## src/rtl/txf_pkg.sv

```systemverilog
// Package: shared encodings for the transmit byte queue.
// Assumes nothing beyond IEEE 1800-2017.
package txf_pkg;

    // Accepted operation on one clock edge, after full/empty gating.
    typedef enum logic [1:0] {
        TXF_IDLE = 2'b00,
        TXF_PUSH = 2'b01,
        TXF_POP  = 2'b10,
        TXF_BOTH = 2'b11
    } txf_op_e;

    // Width of a count that must hold 0..depth inclusive.
    function automatic int txf_cnt_w(input int depth);
        return $clog2(depth) + 1;
    endfunction

endpackage

```

## src/rtl/txf_level.sv

```systemverilog
// Module: txf_level
// Keeps the occupancy count of the queue. Gates push/pop requests against
// full/empty and applies flush with top priority.
// Assumes: flush is already the OR of all clear sources; the count width can
// hold DEPTH itself.
module txf_level
    import txf_pkg::*;
#(
    parameter int DEPTH = 64,
    parameter int CNT_W = txf_cnt_w(DEPTH)
) (
    input  logic             clk,
    input  logic             rst_n,
    input  logic             flush,
    input  logic             push_req,
    input  logic             pop_req,
    output logic             push_ok,
    output logic             pop_ok,
    output logic [CNT_W-1:0] level,
    output logic             full,
    output logic             empty
);

    localparam logic [CNT_W-1:0] LVL_MAX = CNT_W'(DEPTH);
    localparam logic [CNT_W-1:0] LVL_ONE = CNT_W'(1);

    txf_op_e op;

    // Flags come straight from the count.
    always_comb begin
        full  = (level == LVL_MAX);
        empty = (level == '0);
    end

    // Accept a request only when space/data exists and no flush is active.
    always_comb begin
        push_ok = push_req && !full  && !flush;
        pop_ok  = pop_req  && !empty && !flush;
        op      = txf_op_e'({pop_ok, push_ok});
    end

    // Count update; reset and flush both return it to zero.
    always_ff @(posedge clk) begin
        if (!rst_n || flush) begin
            level <= '0;
        end else begin
            unique case (op)
                TXF_PUSH: level <= level + LVL_ONE;
                TXF_POP:  level <= level - LVL_ONE;
                default:  level <= level;
            endcase
        end
    end

endmodule

```

## src/rtl/txf_store.sv

```systemverilog
// Module: txf_store
// Byte storage with write and read pointers. The head entry is shown
// combinationally on rdata.
// Assumes: DEPTH is a power of two so the pointers wrap by overflow;
// push_ok/pop_ok are already gated against full/empty and flush.
module txf_store #(
    parameter int DATA_W = 8,
    parameter int DEPTH  = 64,
    parameter int PTR_W  = $clog2(DEPTH)
) (
    input  logic              clk,
    input  logic              rst_n,
    input  logic              flush,
    input  logic              push_ok,
    input  logic              pop_ok,
    input  logic [DATA_W-1:0] wdata,
    output logic [DATA_W-1:0] rdata
);

    logic [PTR_W-1:0]  wr_ptr;
    logic [PTR_W-1:0]  rd_ptr;
    logic [DATA_W-1:0] mem [DEPTH];

    // Write pointer: advance on each stored byte, zero on reset or flush.
    always_ff @(posedge clk) begin
        if (!rst_n || flush) begin
            wr_ptr <= '0;
        end else if (push_ok) begin
            wr_ptr <= wr_ptr + PTR_W'(1);
        end
    end

    // Read pointer: advance on each removed byte, zero on reset or flush.
    always_ff @(posedge clk) begin
        if (!rst_n || flush) begin
            rd_ptr <= '0;
        end else if (pop_ok) begin
            rd_ptr <= rd_ptr + PTR_W'(1);
        end
    end

    // One write-enabled register per entry; contents need no reset.
    for (genvar gi = 0; gi < DEPTH; gi++) begin : g_entry
        always_ff @(posedge clk) begin
            if (push_ok && (wr_ptr == PTR_W'(gi))) begin
                mem[gi] <= wdata;
            end
        end
    end

    // Show the head byte.
    always_comb begin
        rdata = mem[rd_ptr];
    end

endmodule

```

## src/rtl/txf_regrd.sv

```systemverilog
// Module: txf_regrd
// Read decode for the count word: zero-extended count at LVL_OFS, zero
// at every other offset.
// Assumes: BUS_DW is wider than CNT_W.
module txf_regrd #(
    parameter int           BUS_AW  = 8,
    parameter int           BUS_DW  = 32,
    parameter int           CNT_W   = 7,
    parameter logic [7:0]   LVL_OFS = 8'h74
) (
    input  logic [BUS_AW-1:0] rd_addr,
    input  logic [CNT_W-1:0]  level,
    output logic [BUS_DW-1:0] rd_data
);

    localparam int PAD_W = BUS_DW - CNT_W;

    // Select the count word or zero.
    always_comb begin
        if (rd_addr == BUS_AW'(LVL_OFS)) begin
            rd_data = {{PAD_W{1'b0}}, level};
        end else begin
            rd_data = '0;
        end
    end

endmodule

```

## src/rtl/tx_level_fifo.sv

```systemverilog
// Module: tx_level_fifo
// Transmit byte queue of a serial controller: bus writes at DATA_OFS push,
// the shifter pops, and three controller events flush it. The count is
// readable at LVL_OFS.
// Assumes: synchronous active-low reset; DEPTH is a power of two.
module tx_level_fifo
    import txf_pkg::*;
#(
    parameter int         DATA_W   = 8,
    parameter int         DEPTH    = 64,
    parameter int         BUS_AW   = 8,
    parameter int         BUS_DW   = 32,
    parameter logic [7:0] DATA_OFS = 8'h10,
    parameter logic [7:0] LVL_OFS  = 8'h74
) (
    input  logic              clk,
    input  logic              rst_n,
    input  logic              ctl_enable,
    input  logic              tx_abort_raw,
    input  logic              slv_bulk_abort,
    input  logic              bus_wr_en,
    input  logic [BUS_AW-1:0] bus_wr_addr,
    input  logic [DATA_W-1:0] bus_wr_data,
    input  logic [BUS_AW-1:0] bus_rd_addr,
    output logic [BUS_DW-1:0] bus_rd_data,
    input  logic              shf_pop,
    output logic [DATA_W-1:0] shf_data,
    output logic              q_empty,
    output logic              q_full
);

    localparam int CNT_W = txf_cnt_w(DEPTH);

    logic             flush;
    logic             push_req;
    logic             push_ok;
    logic             pop_ok;
    logic [CNT_W-1:0] level;

    // Any of the three controller events empties the queue.
    always_comb begin
        flush    = !ctl_enable || tx_abort_raw || slv_bulk_abort;
        push_req = bus_wr_en && (bus_wr_addr == BUS_AW'(DATA_OFS));
    end

    txf_level #(
        .DEPTH (DEPTH),
        .CNT_W (CNT_W)
    ) u_level (
        .clk      (clk),
        .rst_n    (rst_n),
        .flush    (flush),
        .push_req (push_req),
        .pop_req  (shf_pop),
        .push_ok  (push_ok),
        .pop_ok   (pop_ok),
        .level    (level),
        .full     (q_full),
        .empty    (q_empty)
    );

    txf_store #(
        .DATA_W (DATA_W),
        .DEPTH  (DEPTH)
    ) u_store (
        .clk     (clk),
        .rst_n   (rst_n),
        .flush   (flush),
        .push_ok (push_ok),
        .pop_ok  (pop_ok),
        .wdata   (bus_wr_data),
        .rdata   (shf_data)
    );

    txf_regrd #(
        .BUS_AW  (BUS_AW),
        .BUS_DW  (BUS_DW),
        .CNT_W   (CNT_W),
        .LVL_OFS (LVL_OFS)
    ) u_regrd (
        .rd_addr (bus_rd_addr),
        .level   (level),
        .rd_data (bus_rd_data)
    );

endmodule

```

## config.mk

```make
export PLATFORM = sky130hd
export DESIGN_NAME = tx_level_fifo
export DESIGN_NICKNAME = d
export VERILOG_FILES = /design/src/rtl/txf_pkg.sv /design/src/rtl/txf_level.sv /design/src/rtl/txf_store.sv /design/src/rtl/txf_regrd.sv /design/src/rtl/tx_level_fifo.sv
export SDC_FILE = /design/constraint.sdc
export NUM_CORES = 1
export LEC_CHECK = 0
export ABC_AREA = 1
export BUFFER_PORTS_ARGS = -buffer_cell sky130_fd_sc_hd__clkbuf_2
export CAP_MARGIN = 15
export CORE_MARGIN = 2
export CORE_UTILIZATION = 50
export CTS_CLUSTER_DIAMETER = 150
export CTS_CLUSTER_SIZE = 20
export DETAILED_ROUTE_END_ITERATION = 8
export PLACE_DENSITY = 0.72
export SLEW_MARGIN = 20
export SYNTH_ARGS = -nofsm -noshare
export SYNTH_HDL_FRONTEND = slang
export SYNTH_HIERARCHICAL = 1
export SYNTH_SLANG_ARGS = --single-unit
export TNS_END_PERCENT = 100
```

## constraint.sdc

```tcl
create_clock -name clk -period 3.1 [get_ports clk]
set_clock_uncertainty 0.15 [all_clocks]
set_input_delay 0.62 -clock clk [delete_from_list [all_inputs] [get_ports clk]]
set_output_delay 0.62 -clock clk [all_outputs]
set_load 0.02 [all_outputs]
```

==> impl_metrics.csv <==
group,metric,value,unit
setup_path,worst-path-max-fanout,12,
logic_synthesis,synthCells,2034,
logic_synthesis,seq_area_frac_synth,0.700,
power,p_per_area,465,mW/mm²
logic_synthesis,synthesis.area,0.0227,mm²
logic_synthesis,ys.flop_type,"edfxtp_1",
run_status,violations,"DRC, setup timing",
timing,drv_slew,0,
timing,whs,0.311,ns
power,total_power,12200,µW
timing,fin_crit,3.23,ns
logic_synthesis,synth_top_cells_by_area,"edfxtp_1 (68%), nand2_1 (12%), nand3_1 (10%), dfxtp_1 (2.2%), nor2_1 (1.6%)",
power,pwr-share-clk,0.337,
timing,timing.final.hold_violations,0,
route,antenna_left,0,
timing,report.final.setup_viol,8,
setup_path,endpoint_kind,"output port",
grt,grt_max_degree,65,
logic_synthesis,ys_warn_count,6,
timing,slew-limit-headroom,0.251,
floorplanning,rows,78,
route,dr.pass1.iters,9,
power,comb_power_share,0.016,
power,power_frac_seq,0.647,
cells_and_area,layout-drive-gt1-share,0.157,
route,routed_wirelength,61.2,mm
route,drc,1,
grt,grt-ovfl-total,0,
timing,layout_setup_ws,-0.128,ns
flow_run,cap_violations,0,
timing,rsz0062_at_grt,"yes",
floorplanning,die_height,217,µm
logic_synthesis,synth.avg_cell_area,11.1,µm²
placement,place.gp.congestion,0.855,
placement,io_buffers,47,
run_status,status,"finished, violations left",
cells_and_area,diodes,0,
route,drt_iter0_markers,2083,
power,switching_share,0.196,
clocking,insertion_delay,0.59,ns
grt,first_global_vias,15400,
cells_and_area,syn2layout_area_growth,16.1,%
grt,track_usage,0.259,
logic_synthesis,ys_ff_latch,537,
grt,grt_pass1_wl,92.3,mm
logic_synthesis,synth_edf_count,512,
placement,dpl.hpwl,33.8,mm
clocking,clock-sinks,537,
floorplanning,core,0.0451,mm²
clocking,cts_buffers,30,
power,p_leak,0.00967,µW
worst_hold_path,min_path_type,"in2reg",
clocking,clock-root-buffer,"clkbuf_16",
logic_synthesis,yosys.cell_types.count,36,
cells_and_area,final_cells,2771,
clocking,ctsHoldBuffers,0,
power,intPower,9840,µW
power,ir_drop,445,µV
setup_path,cp-start-kind,"flop",
clocking,cts.reportedPaths.clkPinSlew,0.08,ns
cells_and_area,n_fill_cell,3489,
route,wire_per_inst,22.1,µm
timing,fin_crit_sh,1.04,
timing,fmax,310,MHz
power,switchingPower,2400,µW
placement,place_ws,0.101,ns
setup_path,critPathRequiredTime,2.33,ns
route,viasPerCell,5.84,
logic_synthesis,synth_top_cell_area_share,0.678,
setup_path,critical_path_class,"reg2out",
placement,placed_cells,2669,
timing,worst_pin_slew,1.12,ns
floorplanning,die_x,217,µm
setup_path,critical_path_arrival,2.46,ns
logic_synthesis,synth_largest_area_cell,"edfxtp_1",
logic_synthesis,synthArstFlopShare,0,
clocking,cts_tree,"yes",
floorplanning,dieArea,0.0471,mm²
grt,grt_antenna_before_repair,0,
cells_and_area,multi_input_area,0.00623,mm²
clocking,cts_buffer_depth,3,
floorplanning,io_pins,73,
cells_and_area,final_nets,2190,
floorplanning,start_util,0.503,
cells_and_area,regArea,0.0159,mm²
route,via_count,16200,
clocking,h-tree-depth,1,
==> worst paths after layout <==
check	to	startpoint	slack [ns]	cells past startpoint
setup / recovery	shf_data[6]	flop	-0.13	13
hold / removal	u_level/level[6]$_SDFFE_PP0P_	rst_n	0.31	5
setup reg to reg	u_store/mem[51][1]$_DFFE_PP_	u_level/level[0]$_SDFFE_PP0P_	0.45	10
hold reg to reg	u_store/rd_ptr[0]$_SDFFE_PP0P_	u_store/rd_ptr[0]$_SDFFE_PP0P_	0.38	1
==> layer usage <==
metal | vias up | track usage | share of wire
li1 | 7197 | - | -
met1 | 7787 | 0.345 | 0.37
met2 | 1045 | 0.431 | 0.49
met3 | 152 | 0.0416 | 0.11
met4 | 0 | 0.0945 | 0.040
met5 | - | 0 | 0
==> cells in the final DEF (no fill, tap or decap), drive strengths merged, types with 5 or more instances in the layout <==
cell type,n
a21oi,14
buf,144
clkbuf,103
conb,25
dfxtp,25
edfxtp,512
ha,11
inv,56
nand2,697
nand3,454
nor2,98
nor3,5
o21ai,12
==> timing repair <==
action,CTS,global route
hold endpoints to repair,0,0
gates resized for setup,159,13
buffers inserted,21,0
pin swaps,67,12
setup endpoints to repair,8,8
gates cloned,24,1
==> power by group through the flow <==
stage,Combinational [µW],Clock [µW],Sequential [µW]
floorplan,58.7,0,8090
global placement,192,0,8090
detailed placement,196,0,8090
CTS,196,4150,7920
global route,211,4410,7920
finish,196,4120,7920
==> registers in the layout, summed over array words and instances (netlist names), named ones only <==
register	cells
u_store/mem	512
u_level/level	7
u_store/rd_ptr	6
u_store/wr_ptr	6
==> cell usage after synthesis, types with 2 or more instances <==
cell type,count
clkbuf_1,12
inv_1,49
nor3_1,4
edfxtp_1,512
buf_4,29
nand2_2,2
a21oi_1,14
nand3_1,453
inv_2,3
nor3b_1,2
buf_2,61
buf_1,10
dfxtp_1,25
nand2_1,695
xnor2_1,2
o21ai_0,11
nor2_1,97
buf_6,25
ha_1,11
==> critical path, cell delays in order, from the launching register on <==
cell and delay, ns:
dfxtp_4 0.37, buf_12 0.17, inv_16 0.12, buf_12 0.13, buf_16 0.13, nand2_1 0.06, nand3_1 0.09, nand3_2 0.11
nand2_2 0.10, nand2_1 0.06, nand3_1 0.14, nand3_2 0.08, nand2_2 0.13, clkbuf_8 0.15
==> layout make-up <==
class | instances | share of cell area
clock buffer | 55 | 0.0329
clock inverter | 1 | 0.000190
inverter | 54 | 0.00860
multi-input combinational | 1328 | 0.237
sequential | 537 | 0.603
tap | 600 | 0.0285
timing repair buffer | 193 | 0.0886
timing repair inverter | 3 | 0.00152
==> per-stage QoR <==
step | setup TNS (ns) | utilization | instance area [µm²]
after floorplan | 0 | - | 22800
after global placement | 0 | 0.528 | 23800
after detailed placement | 0 | 0.528 | 23800
after CTS | -0.596 | 0.582 | 26300
after global routing | -1.65 | 0.584 | 26300
final | -0.836 | 0.584 | 26300
==> cells by family after synthesis <==
logic type,share of synthesized area
adders and majority gates,0.00695
buffers and inverters,0.0497
AOI/OAI and AO/OA,0.00673
and+or+nand+nor,0.236
DFF,0.700
xor gates and xnor gates,0.000773
other,0.000165
Power figures use the tool's default switching activity.
